==> src/rtl/seqchk_pkg.sv <==
package seqchk_pkg;

    localparam int DEF_W     = 8;
    localparam int DEF_DEPTH = 10;

    // Entry i sits at bits [i*W +: W]; entry 0 is the lowest byte.
    localparam logic [DEF_DEPTH*DEF_W-1:0] DEF_TABLE = {
        8'd10, 8'd9, 8'd8, 8'd7, 8'd5,
        8'd4,  8'd3, 8'd2, 8'd99, 8'd70
    };

    // Width of a counter able to hold 0..depth.
    function automatic int ptr_width(input int depth);
        return (depth < 1) ? 1 : $clog2(depth + 1);
    endfunction

    typedef enum logic {
        WALKING = 1'b0,
        HOLDING = 1'b1
    } walk_state_e;

endpackage

==> src/rtl/seqchk_ptr.sv <==
module seqchk_ptr #(
    parameter int DEPTH = 10,
    parameter int PW    = seqchk_pkg::ptr_width(DEPTH)
) (
    input  logic          clk,
    input  logic          rst,
    output logic [PW-1:0] ptr_o,
    output logic          done_o
);
    import seqchk_pkg::*;

    localparam logic [PW-1:0] LAST = PW'(DEPTH - 1);

    walk_state_e  state_q;
    logic [PW-1:0] ptr_q;

    always_ff @(posedge clk) begin
        if (rst) begin
            ptr_q   <= '0;
            state_q <= WALKING;
        end else if (state_q == WALKING) begin
            if (ptr_q == LAST) begin
                state_q <= HOLDING;
            end else begin
                ptr_q <= ptr_q + PW'(1);
            end
        end
    end

    assign ptr_o  = ptr_q;
    assign done_o = (state_q == HOLDING);

endmodule

==> src/rtl/seqchk_cmp.sv <==
module seqchk_cmp #(
    parameter int W = 8
) (
    input  logic         clk,
    input  logic         rst,
    input  logic [W-1:0] exp_i,
    input  logic [W-1:0] act_i,
    output logic         mism_o,
    output logic [W-1:0] exp_o,
    output logic [W-1:0] act_o,
    output logic         err_o
);
    logic differ;

    assign differ = (exp_i != act_i);

    always_ff @(posedge clk) begin
        if (rst) begin
            mism_o <= 1'b0;
            exp_o  <= '0;
            act_o  <= '0;
            err_o  <= 1'b0;
        end else begin
            mism_o <= differ;
            exp_o  <= exp_i;
            act_o  <= act_i;
            err_o  <= err_o | differ;
        end
    end

endmodule

==> src/rtl/seqchk_top.sv <==
module seqchk_top #(
    parameter int                 W     = seqchk_pkg::DEF_W,
    parameter int                 DEPTH = seqchk_pkg::DEF_DEPTH,
    parameter logic [DEPTH*W-1:0] TABLE = seqchk_pkg::DEF_TABLE
) (
    input  logic         clk,
    input  logic         rst,
    input  logic [W-1:0] data_i,
    input  logic [W-1:0] thru_i,
    output logic [W-1:0] thru_o,
    output logic         mism_o,
    output logic [W-1:0] exp_o,
    output logic [W-1:0] act_o,
    output logic         done_o,
    output logic         err_o
);
    localparam int PW = seqchk_pkg::ptr_width(DEPTH);

    logic [PW-1:0] ptr;
    logic [W-1:0]  entry [DEPTH];
    logic [W-1:0]  exp_sel;

    for (genvar g = 0; g < DEPTH; g++) begin : g_entry
        assign entry[g] = TABLE[g*W +: W];
    end

    always_comb begin
        exp_sel = entry[0];
        for (int i = 1; i < DEPTH; i++) begin
            if (ptr == PW'(i)) exp_sel = entry[i];
        end
    end

    seqchk_ptr #(.DEPTH(DEPTH), .PW(PW)) u_ptr (
        .clk    (clk),
        .rst    (rst),
        .ptr_o  (ptr),
        .done_o (done_o)
    );

    seqchk_cmp #(.W(W)) u_cmp (
        .clk    (clk),
        .rst    (rst),
        .exp_i  (exp_sel),
        .act_i  (data_i),
        .mism_o (mism_o),
        .exp_o  (exp_o),
        .act_o  (act_o),
        .err_o  (err_o)
    );

    assign thru_o = thru_i;

endmodule

==> config.mk <==
export PLATFORM = sky130hd
export DESIGN_NAME = seqchk_top
export DESIGN_NICKNAME = d
export VERILOG_FILES = /design/src/rtl/seqchk_pkg.sv /design/src/rtl/seqchk_ptr.sv /design/src/rtl/seqchk_cmp.sv /design/src/rtl/seqchk_top.sv
export SDC_FILE = /design/constraint.sdc
export NUM_CORES = 1
export LEC_CHECK = 0
export ABC_AREA = 1
export BUFFER_PORTS_ARGS = -buffer_cell sky130_fd_sc_hd__buf_2
export CAP_MARGIN = 10
export CORE_MARGIN = 10
export CORE_UTILIZATION = 45
export DETAILED_ROUTE_END_ITERATION = 10
export HOLD_SLACK_MARGIN = 0.08
export PLACE_DENSITY = 0.77
export SKIP_LAST_GASP = 1
export SLEW_MARGIN = 20
export SYNTH_ARGS = -nofsm -noshare
export SYNTH_HDL_FRONTEND = slang
export SYNTH_SLANG_ARGS = --single-unit
export TNS_END_PERCENT = 1
==> constraint.sdc <==
create_clock -name clk -period 1.69 [get_ports clk]
set_input_delay 0.338 -clock clk [delete_from_list [all_inputs] [get_ports clk]]
set_output_delay 0.338 -clock clk [all_outputs]
set_load 0.02 [all_outputs]
After elaboration in Yosys (flattened, before gate mapping)
Index checks and enable logic that the tools add are counted.
{ "totals": {"register_bits": 23, "input_bits": 18, "out_inout_bits": 27, "wordCells": 32} }
{ "op_classes": {"add_sub_neg": 1, "eq_ne": 10, "n_mux": 11, "bitwise": 3, "n_reduce_logical": 1} }
{ "ops": {"columns": ["operator", "count"], "rows": [
  ["2-to-1 mux 8 bit", 8],
  ["equality test 4 x 3 -> 1 bit (second input constant)", 4],
  ["equality test 4 x 2 -> 1 bit (second input constant)", 2],
  ["equality test 4 bit (second input constant)", 2],
  ["!= test 8 bit", 1],
  ["2-to-1 mux 6 bit", 1],
  ["adder 4 x 1 -> 4 bit (second input constant)", 1],
  ["equality test 4 x 1 -> 1 bit (second input constant)", 1],
  ["2-to-1 mux 1 bit", 2],
  ["inverter 1 bit", 2],
  ["AND reduction 2 bit", 1],
  ["bitwise OR 1 bit", 1]
]} }

Logic depth before layout (Yosys ltp)
{ "logic_depth": {"ltp_word": 12, "mapped_depth": 15, "mapped_depth_nobuf": 15} }

By module
From an unflattened synthesis, not the netlist that was laid out.
{ "hier_totals": {"hier_cells": 155, "area_unflattened_um2": 1071.0} }
{ "by_module_without_submodules": {"columns": ["mod", "n_inst", "cells_each", "area_per_inst_um2", "seq_area_each_um2"], "rows": [
  ["seqchk_cmp", 1, 78, 619.3, 360.3],
  ["seqchk_ptr", 1, 40, 266.5, 100.1],
  ["seqchk_top", 1, 37, 185.2, 0.0]
]} }

Worst setup path after synthesis
Ideal clock, no wire load.
{ "synth_timing": {"kind": "register -> register", "startpoint": "register u_ptr.ptr_q[1], in the netlist u_ptr.ptr_o[1]", "endpoint": "register u_cmp.err_o", "t_arrival_ps": 1413, "required_ps": 1576, "path_slack_ps": 163, "path_stages_with_launch": 15, "path_buffers": 0, "period_less_slack_ps": 1527, "cell_sequence": "dfxtp_1 > inv_1 > ha_1 > inv_1 > nand2_1 > nand2_1 > nand2_1 > nor2_1 > nand2_1 > nand2_1 > nand2_1 > nor2_1 > nand3_1 > nand2_1 > nand2_1"} }
{ "synth_between": {"elab_chain_len": 12, "elab_cells_between_ends": 20, "classes_between": "10 x eq/ne; 9 x mux; 1 x bitwise"} }
{ "synth_lines": {"columns": ["item", "line", "source"], "rows": [
  ["start: declaration", "seqchk_ptr.sv:15", "logic [PW-1:0] ptr_q;"],
  ["start signal: assignment", "seqchk_ptr.sv:25", "ptr_q <= ptr_q + PW'(1);"],
  ["equality test 4 x 1 -> 1 bit", "seqchk_top.sv:30", "if (ptr == PW'(i)) exp_sel = entry[i];"],
  ["2-to-1 mux 6 bit", "seqchk_top.sv:30", null],
  ["2-to-1 mux 8 bit (7 in series)", "seqchk_top.sv:30", null],
  ["2-to-1 mux 8 bit *", "seqchk_top.sv:30", null],
  ["!= test 8 bit *", "seqchk_cmp.sv:15", "assign differ = (exp_i != act_i);"],
  ["bitwise OR 1 bit *", "seqchk_cmp.sv:27", "err_o <= err_o | differ;"],
  ["end signal: assignment", "seqchk_cmp.sv:27", null],
  ["end: declaration", "seqchk_cmp.sv:11", "output logic err_o"]
]} }
Every way passes the cells marked *; elsewhere a longest branch is shown, timed or not.
A chain may end at the register's enable or synchronous reset.

Worst setup path in the final report
{ "layout_timing": {"startpoint": "register u_ptr.ptr_q[2], in the netlist u_ptr.ptr_o[2]", "endpoint": "register u_cmp.err_o"} }
Same word-level chain as after synthesis.

==> results.json <==
{
  "ys.warnings.count": 0,
  "multi_input_area_um2": 475,
  "finClkSkew_ps": 2.29,
  "grt_pass1_vias": 863,
  "rows": 17,
  "p_leak_uw": 0.000679,
  "root_buffer": "clkbuf_4",
  "antenna_found_initial": 0,
  "post-route-util_pct": 57.0,
  "crit_type": "reg -> reg",
  "finalSetupTns_ps": 0,
  "path_max_fanout": 5,
  "start_util_pct": 46.1,
  "clkTransAtPathRegs_ps": 120,
  "drive_above_1_share_pct": 35.5,
  "cts_sinks": 21,
  "htree_levels": 1,
  "cap_violations": 0,
  "seq_area_frac_synth_pct": 42.0,
  "place_inst": 186,
  "area_growth_pct": 23.6,
  "overflow": 0,
  "yosysMostFrequentCell": "nand2_1",
  "synthCells": 141,
  "drv_slew": 0,
  "syn_area_per_cell_um2": 7.10,
  "synth.area.top_cells": "dfxtp_1 (42%), nand2_1 (11%), inv_1 (9.0%)",
  "fmax_mhz": 609,
  "fin_crit_sh_pct": 97.2,
  "avgRoutedWirePerCell_um": 12.1,
  "firstDrtPassIters": 4,
  "min_path_type": "in -> reg",
  "synth_top_area_share_pct": 42.0,
  "end_kind": "register",
  "fillCellCount": 206,
  "numCtsBuffers": 3,
  "post-route-min-period_ps": 1640,
  "drc": 0,
  "core_region_area_um2": 2170,
  "ir_worst_vdd_v": 0.000484,
  "outcome": "finished clean",
  "final_cell_count_no_fill": 194,
  "io_buffers": 26,
  "vias_per_cell": 4.63,
  "die_x_um": 67.2,
  "die-area_um2": 4510,
  "dp_hpwl_um": 1800,
  "cp.arrival_ps": 1860,
  "synth_common_cells": "nand2_1 (29), inv_1 (24), nor2_1 (22)",
  "vias": 898,
  "yosysUniqueCellTypes": 17,
  "rsz0062_at_grt": "yes",
  "fin_area_um2": 1240,
  "n_antenna_cell": 0,
  "grt_max_degree": 16,
  "ant_nets": 0,
  "crit_chain": "inv_1 > nor2_1 > nand2_2 > nand3_1 > nand2_1 > nand2_1 > nand2_1 > nand2_1 > nand2_1 > inv_1 > nand3_1 > nand2_1 > nand2_1",
  "max_stage_delay_ps": 450,
  "async_flop_share_pct": 0,
  "dpl_cell_area_um2": 1100,
  "synth-edff-count": 0,
  "cpMostUsedCell": "nand2_1",
  "synth_top_cell_by_area": "dfxtp_1",
  "gp_congestion": 0.869,
  "track_usage_pct": 9.78,
  "drt_iter0_drc": 16,
  "synthesis.area_um2": 1000,
  "hold_viol_final": 0,
  "die_height_um": 67.2,
  "wl_um": 2350,
  "seq_area_um2": 425,
  "start_kind": "register",
  "setup_viol": 0,
  "grt_pass1_wl_um": 3530,
  "power_density_nw_per_um2": 857,
  "ys_ff_latch": 21,
  "io_pins": 45,
  "cts_tree": "built",
  "synth_flop_cell": "dfxtp_1",
  "crit_slowest_cell": "dfxtp_1",
  "cts_buffer_depth": 2,
  "cp.required_ps": 1910,
  "final_nets": 189,
  "clock_latency_ps": 310
}
-- final cells by class --
class,count,share of cell area [%]
clock buffers,3,1.82
flip-flops and latches,21,34.4
repair buffers,31,13.9
clock inverters,1,0.404
inverters,26,8.29
well taps,28,2.83
multi-input cells,84,38.4
-- report_power, final --
group          total (uW)  internal, uW  switching (uW)
clock                 248          88.4             160
sequential            546           529            17.4
combinational         266           103             163
-- layout by cell type, fill, tap and decap left out, drive strengths merged --
| master | netlist | final |
|---|---|---|
| a21oi | 4 | 4 |
| nand2 | 29 | 29 |
| nand3 | 15 | 15 |
| nor2 | 23 | 23 |
| xor2 | 1 | 1 |
| o21ai | 5 | 5 |
| ha | 4 | 4 |
| clkbuf | 1 | 3 |
| a31oi | 1 | 1 |
| buf | 10 | 31 |
| clkinv | 0 | 1 |
| conb | 1 | 2 |
| dfxtp | 21 | 21 |
| inv | 26 | 26 |
-- per-stage QoR --
| step | total power, uW | hold WS (ps) | setup WS [ps] |
|---|---|---|---|
| 3_5_place_dp | 775 | 460 | -49.7 |
| 5_1_grt | 1120 | 236 | -103 |
| 2_1_floorplan | 735 | 407 | 163 |
| 6_report | 1060 | 238 | 48.1 |
| 3_3_place_gp | 766 | 452 | 12.0 |
| 4_1_cts | 1030 | 233 | 3.89 |
-- registers in the layout, summed over array words and instances, names as in the netlist --
signal,count
u_cmp.err_o,1
u_cmp.act_o,8
u_ptr.ptr_o,4
u_ptr.done_o,1
u_cmp.mism_o,1
u_cmp.exp_o,6
-- worst max-delay path: cells and delay by family, from the launching register on --
family	cells	cell delay, ps
flip-flops	1	450
buffers and inverters	2	200
AND/OR/NAND/NOR	11	900
-- final timing paths --
kind                                        to  slack [ps]  depth (start not counted)      startpoint
worst min-delay path            u_cmp.act_o[4]         240                          3       data_i[4]
worst min register to register     u_cmp.err_o         500                          2     u_cmp.err_o
worst max register to register     u_cmp.err_o          50                         13  u_ptr.ptr_o[2]
worst max-delay path               u_cmp.err_o          50                         13  u_ptr.ptr_o[2]
-- layer usage --
layer / global-route usage [%] / vias to the layer above / share of wire, %
met5: 0 / - / 0
met4: 4.87 / 0 / 1.0
met3: 3.80 / 6 / 8.8
met2: 17.3 / 27 / 50
met1: 9.83 / 400 / 40
li1: - / 465 / -
-- cells by family (layout without fill, tap and decap cells) --
| group | count (synthesis) | count (layout) | synth area share [%] |
|---|---|---|---|
| other cells | 1 | 2 | 0.375 |
| compound gates | 10 | 10 | 5.13 |
| xor+xnor | 1 | 1 | 0.875 |
| fa+ha+maj | 4 | 4 | 5.00 |
| buf+inv | 37 | 61 | 17.6 |
| simple gates | 67 | 67 | 29.0 |
| flops | 21 | 21 | 42.0 |
-- repair_timing --
item                       in CTS  in global routing
pin swaps                       1                 13
resized for setup               6                 21
hold buffers                    0                  0
gates cloned                    0                  0
setup endpoints to repair       2                  2
setup buffers                   0                  4
(Power assumes the default switching activity.)
